**src/rtl/hwlock_pkg.sv**
```systemverilog
package hwlock_pkg;

  // Strobes passed from the decode/control logic to the register datapath.
  typedef struct packed {
    logic lockSet;   // end of a lock read cycle
    logic lockClr;   // zero-word write to the lock
    logic coreWr;
    logic cmdWr;
    logic rdLock;
    logic rdCore;
    logic rdStat;
    logic rdCmd;
  } hwlockStrobes_t;

endpackage

```
**src/rtl/hwlock_ctrl.sv**
```systemverilog
module hwlock_ctrl
  import hwlock_pkg::*;
#(
  parameter int ADDR_W = 8,
  parameter int DATA_W = 16,
  parameter logic [ADDR_W-1:0] LOCK_OFS = 8'h70,
  parameter logic [ADDR_W-1:0] CORE_OFS = 8'h74,
  parameter logic [ADDR_W-1:0] STAT_OFS = 8'h3C,
  parameter logic [ADDR_W-1:0] CMD_OFS  = 8'h40
) (
  input  logic              clk,
  input  logic              rst,
  input  logic              busSel,
  input  logic [ADDR_W-1:0] busAddr,
  input  logic              busRd,
  input  logic              busWr,
  input  logic [DATA_W-1:0] busWdata,
  output hwlockStrobes_t    strobes
);

  logic hitLock, hitCore, hitStat, hitCmd;
  logic rdEn, wrEn;
  logic lockRdNow;
  logic lockRdPrevQ;

  assign hitLock = (busAddr == LOCK_OFS);
  assign hitCore = (busAddr == CORE_OFS);
  assign hitStat = (busAddr == STAT_OFS);
  assign hitCmd  = (busAddr == CMD_OFS);

  assign rdEn = busSel & busRd;
  assign wrEn = busSel & busWr;
  assign lockRdNow = rdEn & hitLock;

  // Remember whether a lock read was in progress on the previous clock.
  always_ff @(posedge clk) begin
    if (rst) lockRdPrevQ <= 1'b0;
    else     lockRdPrevQ <= lockRdNow;
  end

  always_comb begin
    strobes.lockSet = lockRdPrevQ & ~lockRdNow;
    strobes.lockClr = wrEn & hitLock & (busWdata == '0);
    strobes.coreWr  = wrEn & hitCore;
    strobes.cmdWr   = wrEn & hitCmd;
    strobes.rdLock  = rdEn & hitLock;
    strobes.rdCore  = rdEn & hitCore;
    strobes.rdStat  = rdEn & hitStat;
    strobes.rdCmd   = rdEn & hitCmd;
  end

  // a set can never fire on two consecutive clocks.
  a_r2_single_set: assert property (@(posedge clk) disable iff (rst)
    strobes.lockSet |=> !strobes.lockSet);

  // without chip select no write or read strobe is raised.
  a_r10_no_sel_no_access: assert property (@(posedge clk) disable iff (rst)
    !busSel |-> !(strobes.lockClr || strobes.coreWr || strobes.cmdWr ||
                  strobes.rdLock || strobes.rdCore || strobes.rdStat || strobes.rdCmd));

endmodule

```
**src/rtl/hwlock_dp.sv**
```systemverilog
module hwlock_dp
  import hwlock_pkg::*;
#(
  parameter int DATA_W = 16,
  parameter int STAT_W = 3,
  parameter int CMD_W  = 2
) (
  input  logic              clk,
  input  logic              rst,
  input  hwlockStrobes_t    strobes,
  input  logic [DATA_W-1:0] busWdata,
  input  logic [STAT_W-1:0] bpStatus,
  output logic [DATA_W-1:0] busRdata,
  output logic [CMD_W-1:0]  bpCmd
);

  localparam int TOP = DATA_W - 1;

  logic              lockQ;
  logic [DATA_W-1:0] coreQ;
  logic [CMD_W-1:0]  cmdQ;
  logic [DATA_W-1:0] wrBits;
  logic [DATA_W-1:0] rdBits;

  // Register bit n travels on bus line TOP-n in both directions.
  for (genvar i = 0; i < DATA_W; i++) begin : g_lane
    assign wrBits[i]       = busWdata[TOP-i];
    assign busRdata[TOP-i] = rdBits[i];
  end

  // Lock: clear wins over a coincident set.
  always_ff @(posedge clk) begin
    if (rst)                  lockQ <= 1'b0;
    else if (strobes.lockClr) lockQ <= 1'b0;
    else if (strobes.lockSet) lockQ <= 1'b1;
  end

  always_ff @(posedge clk) begin
    if (rst)                 coreQ <= '0;
    else if (strobes.coreWr) coreQ <= wrBits;
  end

  always_ff @(posedge clk) begin
    if (rst)                cmdQ <= '0;
    else if (strobes.cmdWr) cmdQ <= wrBits[CMD_W-1:0];
  end

  assign bpCmd = cmdQ;

  always_comb begin
    rdBits = '0;
    if (strobes.rdLock) rdBits[0] = lockQ;
    if (strobes.rdCore) rdBits = coreQ;
    if (strobes.rdStat) rdBits[STAT_W-1:0] = bpStatus;
    if (strobes.rdCmd)  rdBits[CMD_W-1:0] = cmdQ;
  end

  a_r1_reset_clears: assert property (@(posedge clk) disable iff (rst)
    $fell(rst) |-> (!lockQ && coreQ == '0 && cmdQ == '0));

  a_r2_set_after_read: assert property (@(posedge clk) disable iff (rst)
    (strobes.lockSet && !strobes.lockClr) |=> lockQ);

  a_r3_stays_set: assert property (@(posedge clk) disable iff (rst)
    (lockQ && !strobes.lockClr) |=> lockQ);

  a_r4_clear: assert property (@(posedge clk) disable iff (rst)
    strobes.lockClr |=> !lockQ);

  a_r6_core_holds: assert property (@(posedge clk) disable iff (rst)
    !strobes.coreWr |=> $stable(coreQ));

  a_r8_cmd_holds: assert property (@(posedge clk) disable iff (rst)
    !strobes.cmdWr |=> $stable(bpCmd));

  a_r9_idle_zero: assert property (@(posedge clk) disable iff (rst)
    !(strobes.rdLock || strobes.rdCore || strobes.rdStat || strobes.rdCmd) |-> busRdata == '0);

endmodule

```
**src/rtl/hwlock_regs.sv**
```systemverilog
module hwlock_regs
  import hwlock_pkg::*;
#(
  parameter int ADDR_W = 8,
  parameter int DATA_W = 16,
  parameter int STAT_W = 3,
  parameter int CMD_W  = 2,
  parameter logic [ADDR_W-1:0] LOCK_OFS = 8'h70,
  parameter logic [ADDR_W-1:0] CORE_OFS = 8'h74,
  parameter logic [ADDR_W-1:0] STAT_OFS = 8'h3C,
  parameter logic [ADDR_W-1:0] CMD_OFS  = 8'h40
) (
  input  logic              clk,
  input  logic              rst,
  input  logic              busSel,
  input  logic [ADDR_W-1:0] busAddr,
  input  logic              busRd,
  input  logic              busWr,
  input  logic [DATA_W-1:0] busWdata,
  output logic [DATA_W-1:0] busRdata,
  input  logic [STAT_W-1:0] bpStatus,
  output logic [CMD_W-1:0]  bpCmd
);

  hwlockStrobes_t strobes;

  hwlock_ctrl #(
    .ADDR_W(ADDR_W), .DATA_W(DATA_W),
    .LOCK_OFS(LOCK_OFS), .CORE_OFS(CORE_OFS),
    .STAT_OFS(STAT_OFS), .CMD_OFS(CMD_OFS)
  ) u_ctrl (
    .clk(clk), .rst(rst), .busSel(busSel), .busAddr(busAddr),
    .busRd(busRd), .busWr(busWr), .busWdata(busWdata), .strobes(strobes)
  );

  hwlock_dp #(
    .DATA_W(DATA_W), .STAT_W(STAT_W), .CMD_W(CMD_W)
  ) u_dp (
    .clk(clk), .rst(rst), .strobes(strobes), .busWdata(busWdata),
    .bpStatus(bpStatus), .busRdata(busRdata), .bpCmd(bpCmd)
  );

endmodule

```
**config.mk**
```make
export PLATFORM = sky130hd
export DESIGN_NAME = hwlock_regs
export DESIGN_NICKNAME = d
export VERILOG_FILES = /design/src/rtl/hwlock_pkg.sv /design/src/rtl/hwlock_ctrl.sv /design/src/rtl/hwlock_dp.sv /design/src/rtl/hwlock_regs.sv
export SDC_FILE = /design/constraint.sdc
export NUM_CORES = 1
export LEC_CHECK = 0
export BUFFER_PORTS_ARGS = -buffer_cell sky130_fd_sc_hd__buf_2
export CAP_MARGIN = 20
export CORE_UTILIZATION = 30
export CTS_BUF_LIST = sky130_fd_sc_hd__clkbuf_16
export DETAILED_ROUTE_END_ITERATION = 10
export GPL_TIMING_DRIVEN = 0
export PLACE_DENSITY = 0.57
export RECOVER_POWER = 25
export SLEW_MARGIN = 15
export SYNTH_ARGS = -nofsm -noshare
export SYNTH_HDL_FRONTEND = slang
export SYNTH_SLANG_ARGS = --single-unit
```
**constraint.sdc**
```tcl
create_clock -name clk -period 2.3 [get_ports clk]
set_input_delay 0.46 -clock clk [delete_from_list [all_inputs] [get_ports clk]]
set_output_delay 0.46 -clock clk [all_outputs]
set_load 0.01 [all_outputs]
```
==> key figures <==
Run status
  • Status: completed

Critical path
  • Slowest cell on crit path: nand4bb_2
  • CP Class: in -> out
  • Slowest stage delay, CP: 0.35 ns
  • Startpoint Class: input pin
  • CP cell instances: buf_2 -> nand4bb_2 -> nor4_4 -> buf_4 -> a22o_1 -> buf_2
  • Crit path capture type: output port
  • Delay-heaviest family, CP: simple AND/OR/NAND/NOR gates
  • Critical path data required time: approximately 1.8 ns
  • Most frequent CP cell: buf_2
  • WP buf/inv: 3
  • CP Max Fanout: 6
  • Arrival @ worst endpoint: approximately 1.7 ns

CTS
  • CTS Buf Count: 3
  • Clock Latency Late Sink: 0.25 ns
  • CTS tree: yes
  • Root Buffer: clkbuf_16
  • Hold-fix buffers, CTS: 0
  • CTS H-tree depth: 1
  • CTS clk-pin slew, worst paths: ~0.060 ns
  • CTS Sinks: 20
  • Clk buf depth: 2

Global routing
  • Antenna violations before repair: 0
  • Largest net degree at the start of global routing: 13
  • Number of global-route vias before repair: 939
  • First-pass GRT wire length: 4.08 mm
  • Gr ovfl total: 0
  • Global Route Usage Sum: 0.152

Final layout
  • Fin util: 0.459
  • Fin nets: 195
  • Fillers: 315
  • Antenna Diode Count: 0
  • Final Instance Area: 0.00141 mm2
  • P&R area growth vs syn: 43.5%
  • Share of layout cells above drive strength 1: 0.352

STA
  • Max-slew violations: 0
  • RSZ-0062 raised after global routing: false
  • Worst-Margin Slew: 0.532 ns
  • Hold Fails Final Rpt: 0
  • Clock skew: 0.000678 ns
  • Max Fclk: 0.458 GHz
  • Setup violations, final: 0
  • Fin crit share: 0.950
  • Fin crit period: 2.18 ns
  • Rel. slew slack: 0.642

Die
  • # rows: 20
  • Die Height: 59.3 um
  • IO Pins: 50
  • Core ar.: roughly 0.003 mm2
  • Die W: 59.3 um
  • Die footprint: 0.00352 mm2
  • Initial Util: 0.320

Power
  • Sw Share: 0.178
  • Gate power share: 0.064
  • Leakage: 0.726 nW
  • Max VDD drop: 0.329 mV
  • Internal power: 0.718 mW
  • Power Dens Cells: ~620 mW/mm2
  • Seq pwr share: 0.397
  • Clock share of power: 0.539
  • Net Sw Power: between 0.15 and 0.2 mW

Placed design
  • Placement Cell Area: 0.00128 mm2
  • Placer congestion estimate: 0.766
  • IO buf count: 48
  • DP Wirelength: 1.89 mm

Synth
  • Seq cells post-synth: 20
  • Register area share after synthesis: 0.407
  • Synthesized Nets: between 100 and 150
  • Area leader, netlist: dfxtp_1
  • Top FF cell, synth: dfxtp_1
  • Post-synth top area share: 0.407
  • Post-Syn Area per Cell: 9.03 um2
  • YS warnings: 0
  • Mapped Area: 985 um2
  • Synth async-reset ratio: 0
  • Yosys cell types: 23
  • Area contributors post-synth: dfxtp_1 41%, mux2i_1 18%, and2_1 8.3%
  • Post-synth EDFFs: 0
  • Cells after Synth: 109

Routing
  • Met1 Wirelength: between 1 and 1.5 mm
  • Wire length on met2: 1.12 mm
  • DRT Wirelength: 2.50 mm
  • Met3 wire length: 201 um
  • Max Used Layer: met4
  • Post-DR wirelength/cell: 12.1 um
  • Via density per instance: 4.73
  • DRC Markers: 0
  • DR pass1 iterations: 4
  • Initial drt markers: 35
  • Routed via count: 975
  • Final ANT Viol Nets: 0

Run
  • Max Cap Viol: 0

Hold path
  • Hold Crit Class: in -> reg
power groups by stage:
stage | logic, mW | registers [mW] | clock network (mW)
finish | 0.0561 | 0.347 | 0.471
global route | 0.0618 | 0.347 | 0.498
CTS | 0.0552 | 0.347 | 0.481
detailed placement | 0.0533 | 0.354 | 0
global placement | 0.0519 | 0.354 | 0
floorplan | 0.0163 | 0.354 | 0
layout by cell type (no fill, tap or decap):
master and count:
a22o_1 1, nand3b_1 3, bufinv_16 1, a211oi_1 2
dfxtp_1 20, clkbuf_16 3, nor2_1 21, nand3_1 2
buf_6 2, and2_1 13, buf_2 46, buf_4 1
mux2i_1 18, or3b_4 1, nand2_1 4, nand4bb_2 1
clkbuf_1 5, a31oi_1 1, nor3_1 2, nor4_1 4
a21oi_1 1, nor4_2 1, nor4_4 1, inv_1 1
o21ai_0 1, nand2b_1 1, a32oi_1 1, or4_1 4
timing repair:
item | 4_1_cts | 5_1_grt
resized for setup | 4 | 4
buffers inserted | 1 | 0
endpoints found under the hold margin | 0 | 0
setup endpoints to repair | 15 | 11
pin swaps | 1 | 1
area by class of cell:
class                      instances  area (um2)  area share
buffer                             5        33.8      0.0239
clock buffer                       3        75.1      0.0531
clock inverter                     1        30.0      0.0213
inverter                           1        3.75     0.00266
multi-input combinational         83         569       0.403
sequential                        20         400       0.283
tap                               44        55.1      0.0390
timing repair buffer              49         245       0.174
final timing paths:
| check | startpoint | end | slack, ns | depth (start not counted) |
|---|---|---|---|---|
| hold / removal | busWdata[8] | u_dp.coreQ[7] | 0.45 | 3 |
| setup reg to reg | u_dp.lockQ | u_dp.lockQ | 1.62 | 2 |
| hold reg to reg | u_dp.coreQ[11] | u_dp.coreQ[11] | 0.49 | 2 |
| setup / recovery | busAddr[0] | busRdata[13] | 0.12 | 6 |
registers in the layout (all words and copies together), names as in the netlist:
name,flops
u_ctrl.lockRdPrevQ,1
u_dp.bpCmd,2
u_dp.coreQ,16
u_dp.lockQ,1
Yosys cell counts, drive strengths merged, types with 2 or more instances:
cell / instances
nor2: 21
dfxtp: 20
mux2i: 18
and2: 13
nor4: 6
nand2: 4
or4: 4
clkbuf: 3
nand3b: 3
a211oi: 2
buf: 2
nand3: 2
nor3: 2
cell families after synthesis:
logic type / Yosys count / share of synthesized area
mux: 18 / 0.183
compound gates: 7 / 0.0495
flops: 20 / 0.407
simple gates: 58 / 0.323
buf+inv: 6 / 0.0381
worst register-to-register path, stage by stage, from the launching register on:
cell and delay (ns):
dfxtp_1 0.35, a21oi_1 0.05, a211oi_1 0.20
metrics by stage:
step	total power, mW	TNS [ns]	hold WS [ns]	setup slack, ns	std cells
floorplan	0.371	0	0.455	0.0732	109
global placement	0.406	-8.83	0.466	-0.720	201
CTS	0.882	0	0.460	0.0153	206
global route	0.906	0	0.470	0.0528	206
detailed placement	0.408	-8.80	0.480	-0.718	201
finish	0.874	0	0.455	0.115	206
per-layer routing:
metal | up-vias | global-route usage
met5 | - | 0
met4 | 0 | 0.0408
met3 | 2 | 0.0306
met2 | 43 | 0.252
met1 | 437 | 0.200
li1 | 493 | -
(Power assumes the default switching activity.)
